[config.mk]
export PLATFORM = sky130hd
export DESIGN_NAME = fb_fetch_buffer
export DESIGN_NICKNAME = d
export VERILOG_FILES = /design/src/rtl/fb_pkg.sv /design/src/rtl/fb_hit_detect.sv /design/src/rtl/fb_window_merge.sv /design/src/rtl/fb_access_counter.sv /design/src/rtl/fb_fetch_buffer.sv
export SDC_FILE = /design/constraint.sdc
export NUM_CORES = 2
export LEC_CHECK = 0
export BUFFER_PORTS_ARGS = -buffer_cell sky130_fd_sc_hd__clkbuf_2
export CORE_AREA = 2 2 298 300
export CTS_BUF_LIST = sky130_fd_sc_hd__clkbuf_8
export DETAILED_ROUTE_END_ITERATION = 6
export DIE_AREA = 0 0 300 302
export PLACE_DENSITY_LB_ADDON = 0.3
export SYNTH_ARGS = -nofsm -noshare
export SYNTH_HDL_FRONTEND = slang
export SYNTH_SLANG_ARGS = --single-unit
[constraint.sdc]
create_clock -name clk -period 9 [get_ports clk]
set_input_delay 1.35 -clock clk [delete_from_list [all_inputs] [get_ports clk]]
set_output_delay 1.35 -clock clk [all_outputs]
set_load 0.02 [all_outputs]
[src/rtl/fb_pkg.sv]
package fb_pkg;

  typedef enum logic [2:0] {
    FB_IDLE    = 3'd0,
    FB_REQ_LO  = 3'd1,
    FB_WAIT_LO = 3'd2,
    FB_REQ_HI  = 3'd3,
    FB_WAIT_HI = 3'd4,
    FB_SEND    = 3'd5
  } fb_state_e;

endpackage

[src/rtl/fb_hit_detect.sv]
module fb_hit_detect #(
  parameter int ADDR_W    = 32,
  parameter int WIN_BYTES = 16
) (
  input  logic              held_ok,
  input  logic [ADDR_W-1:0] held_base,
  input  logic [ADDR_W-1:0] probe_addr,
  output logic              hit
);

  logic [ADDR_W-1:0] distance;

  always_comb begin
    distance = probe_addr - held_base;
    hit      = held_ok && (distance < ADDR_W'(WIN_BYTES));
  end

endmodule

[src/rtl/fb_window_merge.sv]
module fb_window_merge #(
  parameter int LINE_BYTES = 64,
  parameter int WIN_BYTES  = 16
) (
  input  logic                          upper_phase,
  input  logic [$clog2(LINE_BYTES)-1:0] start_off,
  input  logic [LINE_BYTES*8-1:0]       line_bytes,
  input  logic [WIN_BYTES*8-1:0]        win_in,
  output logic [WIN_BYTES*8-1:0]        win_out
);

  localparam int OFF_W = $clog2(LINE_BYTES);

  for (genvar k = 0; k < WIN_BYTES; k++) begin : g_byte
    logic [OFF_W:0] src_idx;
    logic           from_line;

    always_comb begin
      src_idx   = {1'b0, start_off} + (OFF_W+1)'(k);
      from_line = upper_phase ? src_idx[OFF_W] : !src_idx[OFF_W];
      if (from_line) begin
        win_out[k*8 +: 8] = line_bytes[src_idx[OFF_W-1:0]*8 +: 8];
      end else begin
        win_out[k*8 +: 8] = win_in[k*8 +: 8];
      end
    end
  end

endmodule

[src/rtl/fb_access_counter.sv]
module fb_access_counter #(
  parameter int CNT_W = 32
) (
  input  logic             clk,
  input  logic             rst_n,
  input  logic             bump,
  output logic [CNT_W-1:0] count
);

  always_ff @(posedge clk) begin
    if (!rst_n) begin
      count <= '0;
    end else if (bump) begin
      count <= count + CNT_W'(1);
    end
  end

  // exactly one step per accepted line read, no drift otherwise
  p_count_step_r7: assert property (@(posedge clk) disable iff (!rst_n)
    bump |=> count == $past(count) + CNT_W'(1));
  p_count_idle_r7: assert property (@(posedge clk) disable iff (!rst_n)
    !bump |=> $stable(count));

endmodule

[src/rtl/fb_fetch_buffer.sv]
module fb_fetch_buffer
  import fb_pkg::*;
#(
  parameter int ADDR_W     = 32,
  parameter int LINE_BYTES = 64,
  parameter int WIN_BYTES  = 16,
  parameter int CNT_W      = 32
) (
  input  logic                                 clk,
  input  logic                                 rst_n,
  input  logic                                 req_valid,
  output logic                                 req_ready,
  input  logic [ADDR_W-1:0]                    req_addr,
  input  logic                                 flush,
  output logic                                 mem_req_valid,
  input  logic                                 mem_req_ready,
  output logic [ADDR_W-$clog2(LINE_BYTES)-1:0] mem_req_line,
  input  logic                                 mem_rsp_valid,
  input  logic [LINE_BYTES*8-1:0]              mem_rsp_data,
  output logic                                 out_valid,
  input  logic                                 out_ready,
  output logic [ADDR_W-1:0]                    out_addr,
  output logic [WIN_BYTES*8-1:0]               out_data,
  output logic [CNT_W-1:0]                     access_count
);

  localparam int OFF_W      = $clog2(LINE_BYTES);
  localparam int LINE_W     = ADDR_W - OFF_W;
  localparam int WIN_W      = WIN_BYTES * 8;
  localparam int LAST_SAFE  = LINE_BYTES - WIN_BYTES;

  fb_state_e          state_q;
  logic [ADDR_W-1:0]  base_q;
  logic [WIN_W-1:0]   win_q;
  logic               held_q;
  logic               keep_q;
  logic               straddle_q;

  logic               accept;
  logic               hit;
  logic               mem_fire;
  logic               crosses;
  logic [LINE_W-1:0]  base_line;
  logic [WIN_W-1:0]   merged;

  assign accept    = req_valid && req_ready;
  assign mem_fire  = mem_req_valid && mem_req_ready;
  assign base_line = base_q[ADDR_W-1:OFF_W];
  assign crosses   = req_addr[OFF_W-1:0] > OFF_W'(LAST_SAFE);

  assign req_ready     = (state_q == FB_IDLE);
  assign out_valid     = (state_q == FB_SEND);
  assign out_addr      = base_q;
  assign out_data      = win_q;
  assign mem_req_valid = (state_q == FB_REQ_LO) || (state_q == FB_REQ_HI);
  assign mem_req_line  = (state_q == FB_REQ_HI) ? base_line + LINE_W'(1) : base_line;

  fb_hit_detect #(
    .ADDR_W    (ADDR_W),
    .WIN_BYTES (WIN_BYTES)
  ) u_hit (
    .held_ok    (held_q && !flush),
    .held_base  (base_q),
    .probe_addr (req_addr),
    .hit        (hit)
  );

  fb_window_merge #(
    .LINE_BYTES (LINE_BYTES),
    .WIN_BYTES  (WIN_BYTES)
  ) u_merge (
    .upper_phase (state_q == FB_WAIT_HI),
    .start_off   (base_q[OFF_W-1:0]),
    .line_bytes  (mem_rsp_data),
    .win_in      (win_q),
    .win_out     (merged)
  );

  fb_access_counter #(
    .CNT_W (CNT_W)
  ) u_count (
    .clk   (clk),
    .rst_n (rst_n),
    .bump  (mem_fire),
    .count (access_count)
  );

  always_ff @(posedge clk) begin
    if (!rst_n) begin
      state_q    <= FB_IDLE;
      base_q     <= '0;
      win_q      <= '0;
      held_q     <= 1'b0;
      keep_q     <= 1'b0;
      straddle_q <= 1'b0;
    end else begin
      unique case (state_q)
        FB_IDLE: begin
          if (accept) begin
            if (hit) begin
              state_q <= FB_SEND;
            end else begin
              base_q     <= req_addr;
              straddle_q <= crosses;
              held_q     <= 1'b0;
              keep_q     <= 1'b1;
              state_q    <= FB_REQ_LO;
            end
          end
        end
        FB_REQ_LO: begin
          if (mem_req_ready) state_q <= FB_WAIT_LO;
        end
        FB_WAIT_LO: begin
          if (mem_rsp_valid) begin
            win_q <= merged;
            if (straddle_q) begin
              state_q <= FB_REQ_HI;
            end else begin
              held_q  <= keep_q;
              state_q <= FB_SEND;
            end
          end
        end
        FB_REQ_HI: begin
          if (mem_req_ready) state_q <= FB_WAIT_HI;
        end
        FB_WAIT_HI: begin
          if (mem_rsp_valid) begin
            win_q   <= merged;
            held_q  <= keep_q;
            state_q <= FB_SEND;
          end
        end
        FB_SEND: begin
          if (out_ready) state_q <= FB_IDLE;
        end
        default: state_q <= FB_IDLE;
      endcase
      if (flush) begin
        held_q <= 1'b0;
        if (!accept) keep_q <= 1'b0;
      end
    end
  end

  // a pending line read keeps its address until taken
  p_req_hold_r8: assert property (@(posedge clk) disable iff (!rst_n)
    mem_req_valid && !mem_req_ready |=> mem_req_valid && $stable(mem_req_line));

  // a stalled result does not move
  p_out_hold_r9: assert property (@(posedge clk) disable iff (!rst_n)
    out_valid && !out_ready |=> out_valid && $stable(out_data) && $stable(out_addr));

  // while accepting, nothing else is in flight
  p_idle_quiet_r8: assert property (@(posedge clk) disable iff (!rst_n)
    req_ready |-> !out_valid && !mem_req_valid);

  // responses only arrive for an accepted read
  p_rsp_expected_r8: assert property (@(posedge clk) disable iff (!rst_n)
    mem_rsp_valid |-> (state_q == FB_WAIT_LO) || (state_q == FB_WAIT_HI));

  // a hit goes straight to the result without a line read
  p_hit_no_read_r5: assert property (@(posedge clk) disable iff (!rst_n)
    accept && hit |=> out_valid && !mem_req_valid && $stable(access_count));

endmodule

After elaboration in Yosys (flattened, before gate mapping)
Cells that the tools add are included.
{ "classes": {"addsub": 18, "order_cmp": 2, "n_eq_ne": 13, "n_shift": 16, "n_mux": 37, "bitwise_logic": 2, "n_reduce_logical": 44} }
{ "ops": {"columns": ["op", "n"], "rows": [
  ["$shiftx 512x10->8", 16],
  ["$add 6x4->7 const B", 8],
  ["$reduce_and 3->1", 17],
  ["$add 32x1->32 const B", 1],
  ["$lt 32x5->1 const B", 1],
  ["$sub 32x32->32", 1],
  ["$add 6x3->7 const B", 4],
  ["$add 26x1->26 const B", 1],
  ["$mux 1", 26],
  ["$mux 26", 1],
  ["$mux 3", 8],
  ["$pmux 3 s6", 1],
  ["$logic_not 1->1", 16],
  ["$add 6x2->7 const B", 2],
  ["$ne 2x2->1 const B", 6],
  ["$reduce_and 6->1", 2],
  ["$add 6x1->7 const B", 1],
  ["$eq 3x2->1 const B", 2],
  ["$eq 3x3->1 const B", 2],
  ["$gt 6x6->1 const B", 1],
  ["$logic_and 1x1->1", 4],
  ["$ne 2x1->1 const B", 2],
  ["$reduce_or 2->1", 2],
  ["$eq 3x1->1 const B", 1],
  ["5 further kinds", 6]
]} }
{ "totals": {"regBits": 198, "out_inout_bits": 221} }

Logic depth before layout (Yosys ltp)
{ "depth": {"depth_word": 8, "depth_mapped": 21, "ltp_nobuf": 13} }

Hierarchy
A second synthesis with hierarchy kept.
{ "unflattened": {"cells_unflattened": 4867, "area_unflattened_um2": 43912.1} }
{ "modules_own_cells": {"columns": ["module", "n_inst", "cells_each", "area_per_inst_um2", "seq_area_each_um2"], "rows": [
  ["fb_window_merge", 1, 3553, 33955.1, 0.0],
  ["fb_fetch_buffer", 1, 821, 6363.6, 3323.2],
  ["fb_hit_detect", 1, 317, 2030.7, 0.0],
  ["fb_access_counter", 1, 176, 1562.7, 640.6]
]} }

Least setup slack after synthesis
OpenSTA, ideal clock, no wires.
{ "synth_timing": {"kind": "reg2reg", "start": "register base_q[1] (netlist: out_addr[1])", "end": "register base_q[0] (netlist: out_addr[0])", "arrival_time_ns": 5.290, "t_required_ns": 8.880, "slack_ns": 3.591, "stages_incl_launch_ff": 19, "path_buffers": 6, "cell_sequence": "dfxtp_1 -> clkbuf_1 -> clkbuf_1 -> clkbuf_1 -> buf_1 -> inv_1 -> ha_1 -> a2111oi_4 -> o31ai_1 -> and3_1 -> a21o_1 -> or4_1 -> or4_1 -> a2111oi_2 -> o2111ai_1 -> and3_1 -> buf_6 -> buf_6 -> mux2i_1"} }
{ "synth_between": {"elab_chain_cells": 5} }
{ "synth_rtl": {"columns": ["item", "line_no", "rtl"], "rows": [
  ["from (decl)", "fb_fetch_buffer.sv:33", "logic [ADDR_W-1:0] base_q;"],
  ["from (signal assigned)", "fb_fetch_buffer.sv:103", "base_q <= req_addr;"],
  ["$sub 32x32->32", "fb_hit_detect.sv:14", "distance = probe_addr - held_base;"],
  ["$lt 32x5->1", "fb_hit_detect.sv:15", "hit = held_ok && (distance < ADDR_W'(WIN_BYTES));"],
  ["$logic_and 1x1->1", "fb_hit_detect.sv:15", null],
  ["$not 1->1 (no line)", null, null],
  ["$reduce_and 3->1 (no line)", null, null]
]} }
Every way passes these cells.
A chain may end at the register's enable or synchronous reset.

Worst setup path after layout
{ "layout_timing": {"start": "register base_q[3] (netlist: out_addr[3])", "end": "register base_q[29] (netlist: out_addr[29])"} }
Same word-level chain as after synthesis.

==> results.cfg <==
[drt]
detailedRoute.firstPassIterationCount = 6
vias = 35900
vias_per_cell = 7.18
routed_wl_um = 195000
drt_iter0_markers = 5318
drc = 0
final_antenna_net_count = 0
post_drt_wl_per_cell_um = 39.1

[placed_design]
gp_congestion = 1.12
dp.cells = 4944
post-dp-hpwl_um = 164000
portBuffers = 771

[run]
cap_violations = 0

[die]
die_area_um2 = 90600
die_w_um = 300
initial_utilization_pct = 41.3
io_pins = 772
coreArea_um2 = 87600
num_rows = 109
chipHeight_um = 302

[cts]
cts_tree = yes
clk_latency_ps = 620
cts_hold_buf = 0
post_cts_resized = 0
cts_made_buffers = 17
clk_path_buf_depth = 2
post-cts-setup-buffer-count = 0
htree_levels = 4
clock_sinks = 198
root_buffer = clkbuf_8
clk_pin_slew_worst_paths_ps = 110

[sta]
hold_viol = 0
rsz0062_at_grt = no
clock_skew_ps = 45.9
tns_ps = 0
finalSetupViolCount = 0
slew_violations = 0
maxSlewHeadroom_pct = 18.8
fin_crit_ps = 5710
fmax_mhz = 175
tightest_slew_ps = 1210
min_period_over_period_pct = 63.5

[yosys]
ys_seq_area_share_pct = 11.0
ys_seq_elements = 198
synth_edf_count = 0
syn-cell-area_um2 = 36200
synthArstFlopShare_pct = 0
yosys_warnings = 0
synth.distinct_cells = 64
syn_area_per_cell_um2 = 11.1
ys.flop_type = dfxtp_1
syn_nets = 3865
syn_inst = 3268

[worst_hold_path]
min_path_type = register to register

[layout]
syn2layout_area_growth_pct = 14.7
final_common_cell = clkbuf_2
final_cells = 5001
layout_common_cells = 770 x clkbuf_2, 720 x mux4_2, 636 x mux2i_1
nNetsFinal = 4395
drive_gt1_share_pct = 43.8

[status]
status = completed

[global_routing]
grt_pass1_wl_um = 264000
grt_overflow_total = 0
grt_max_degree = 163
antenna_found_initial = 40
grt_pass1_vias = 32800
grtUsageTotal_pct = 42.2

[pwr]
p_leak_nw = 15.2
vdd_drop_max_mv = 0.136
p_per_area_nw_per_um2 = 172

[setup_path]
crit_path_end_kind = register
critPathRequiredTime_ps = 9440
path_class = register to register
critical_path_arrival_ps = 6150
cp-start-kind = register
crit_fanout = 33
[kinds of logic (layout without fill, tap and decap cells)]
| logic type | Yosys count | after routing | synth area share (%) |
|---|---|---|---|
| DFF | 198 | 198 | 11.0 |
| and+or+nand+nor | 661 | 661 | 8.83 |
| adders and majority gates | 46 | 46 | 1.59 |
| muxes | 1393 | 1393 | 63.6 |
| buffers and inverters | 364 | 907 | 3.89 |
| AOI/OAI and AO/OA | 485 | 485 | 8.19 |
| other | 0 | 25 | 0 |
| xor gates and xnor gates | 121 | 121 | 2.93 |
[Yosys cell counts (all sizes together) (2+ instances only)]
cell type,number,area (µm²)
o21a,9,67.6
nor2b,146,913
and2,40,250
o22a,2,17.5
xnor2,87,762
o21bai,4,30.0
mux4,720,16200
and3,20,125
mux2i,636,6370
nand2b,4,27.5
o31ai,4,30.0
a31oi,6,37.5
a21boi,47,353
nor2,104,390
o2111ai,2,17.5
or3,11,68.8
nor4,4,25.0
nand4,22,138
a211oi,66,495
or4,4,30.0
inv,46,173
o211ai,11,82.6
o221ai,2,17.5
mux2,37,417
o32ai,2,25.0
xor2,34,298
nand3,36,180
o311ai,2,17.5
nor3,9,45.0
a2111oi,5,68.8
nand2,257,965
a21o,9,67.6
o21ai,139,696
a21oi,162,822
dfxtp,198,3960
buf,108,445
clkbuf,210,788
o31a,2,17.5
a211o,2,17.5
ha,46,576
[critical path, stage by stage (launching register included)]
cell       delay, ps
dfxtp_2          330
buf_4            410
inv_2            470
ha_1             530
o21a_1           150
nor2_1            80
o31ai_1          420
a21oi_1          210
a21o_1           210
or4_1            550
or4_1            560
a2111oi_2        360
o2111ai_1        310
and3_2           690
mux2i_1          240
[per-stage QoR]
step | utilization (%) | instance area, µm² | worst slack, ps | hold WS (ps) | total power, mW
after detailed placement | 46.9 | 41100 | 3170 | 464 | 6.24
after floorplan | - | 36200 | 3590 | 462 | 4.31
after global routing | 47.4 | 41500 | 2930 | 502 | 7.22
after global placement | 46.9 | 41100 | 3230 | 459 | 6.20
final | 47.4 | 41500 | 3290 | 485 | 7.12
after CTS | 47.3 | 41400 | 3330 | 482 | 6.85
[sequential cells by signal (all words and copies together) (netlist names)]
name,flops
u_count.count,32
state_q,3
straddle_q,1
out_data,128
out_addr,32
keep_q,1
held_q,1
[cell type report]
type	count	area, µm²
clock inverter	14	121
tap	1165	1460
sequential	198	3980
timing repair buffer	829	4350
antenna	25	62.6
inverter	46	175
fill	8288	46100
multi-input combinational	2706	31100
clock buffer	18	248
[report_power, final]
group	leakage [nW]	internal (mW)	switching (mW)	total, mW
combinational	13.5	2.20	3.33	5.52
clock	0.180	0.204	0.391	0.595
sequential	1.61	0.930	0.0742	1.00
[worst paths after layout]
kind                              startpoint      endpoint  slack (ps)  cells after the start
worst max-delay path             out_addr[3]  out_addr[29]        3290                     14
worst max register to register   out_addr[3]  out_addr[29]        3290                     14
worst min-delay path            out_addr[26]  out_addr[26]         480                      2
worst min register to register  out_addr[26]  out_addr[26]         480                      2
[layer usage]
layer  wire, µm  track usage (%)  vias up  share of wire [%]
li1           -                -    14300                  -
met1      66000             49.9    17900                 34
met2      82400             61.4     3088                 42
met3      28800             17.7      587                 15
met4      18000             31.3       28                9.2
met5        264            0.104        -               0.14
No activity file was read; power rests on OpenSTA's default activity.
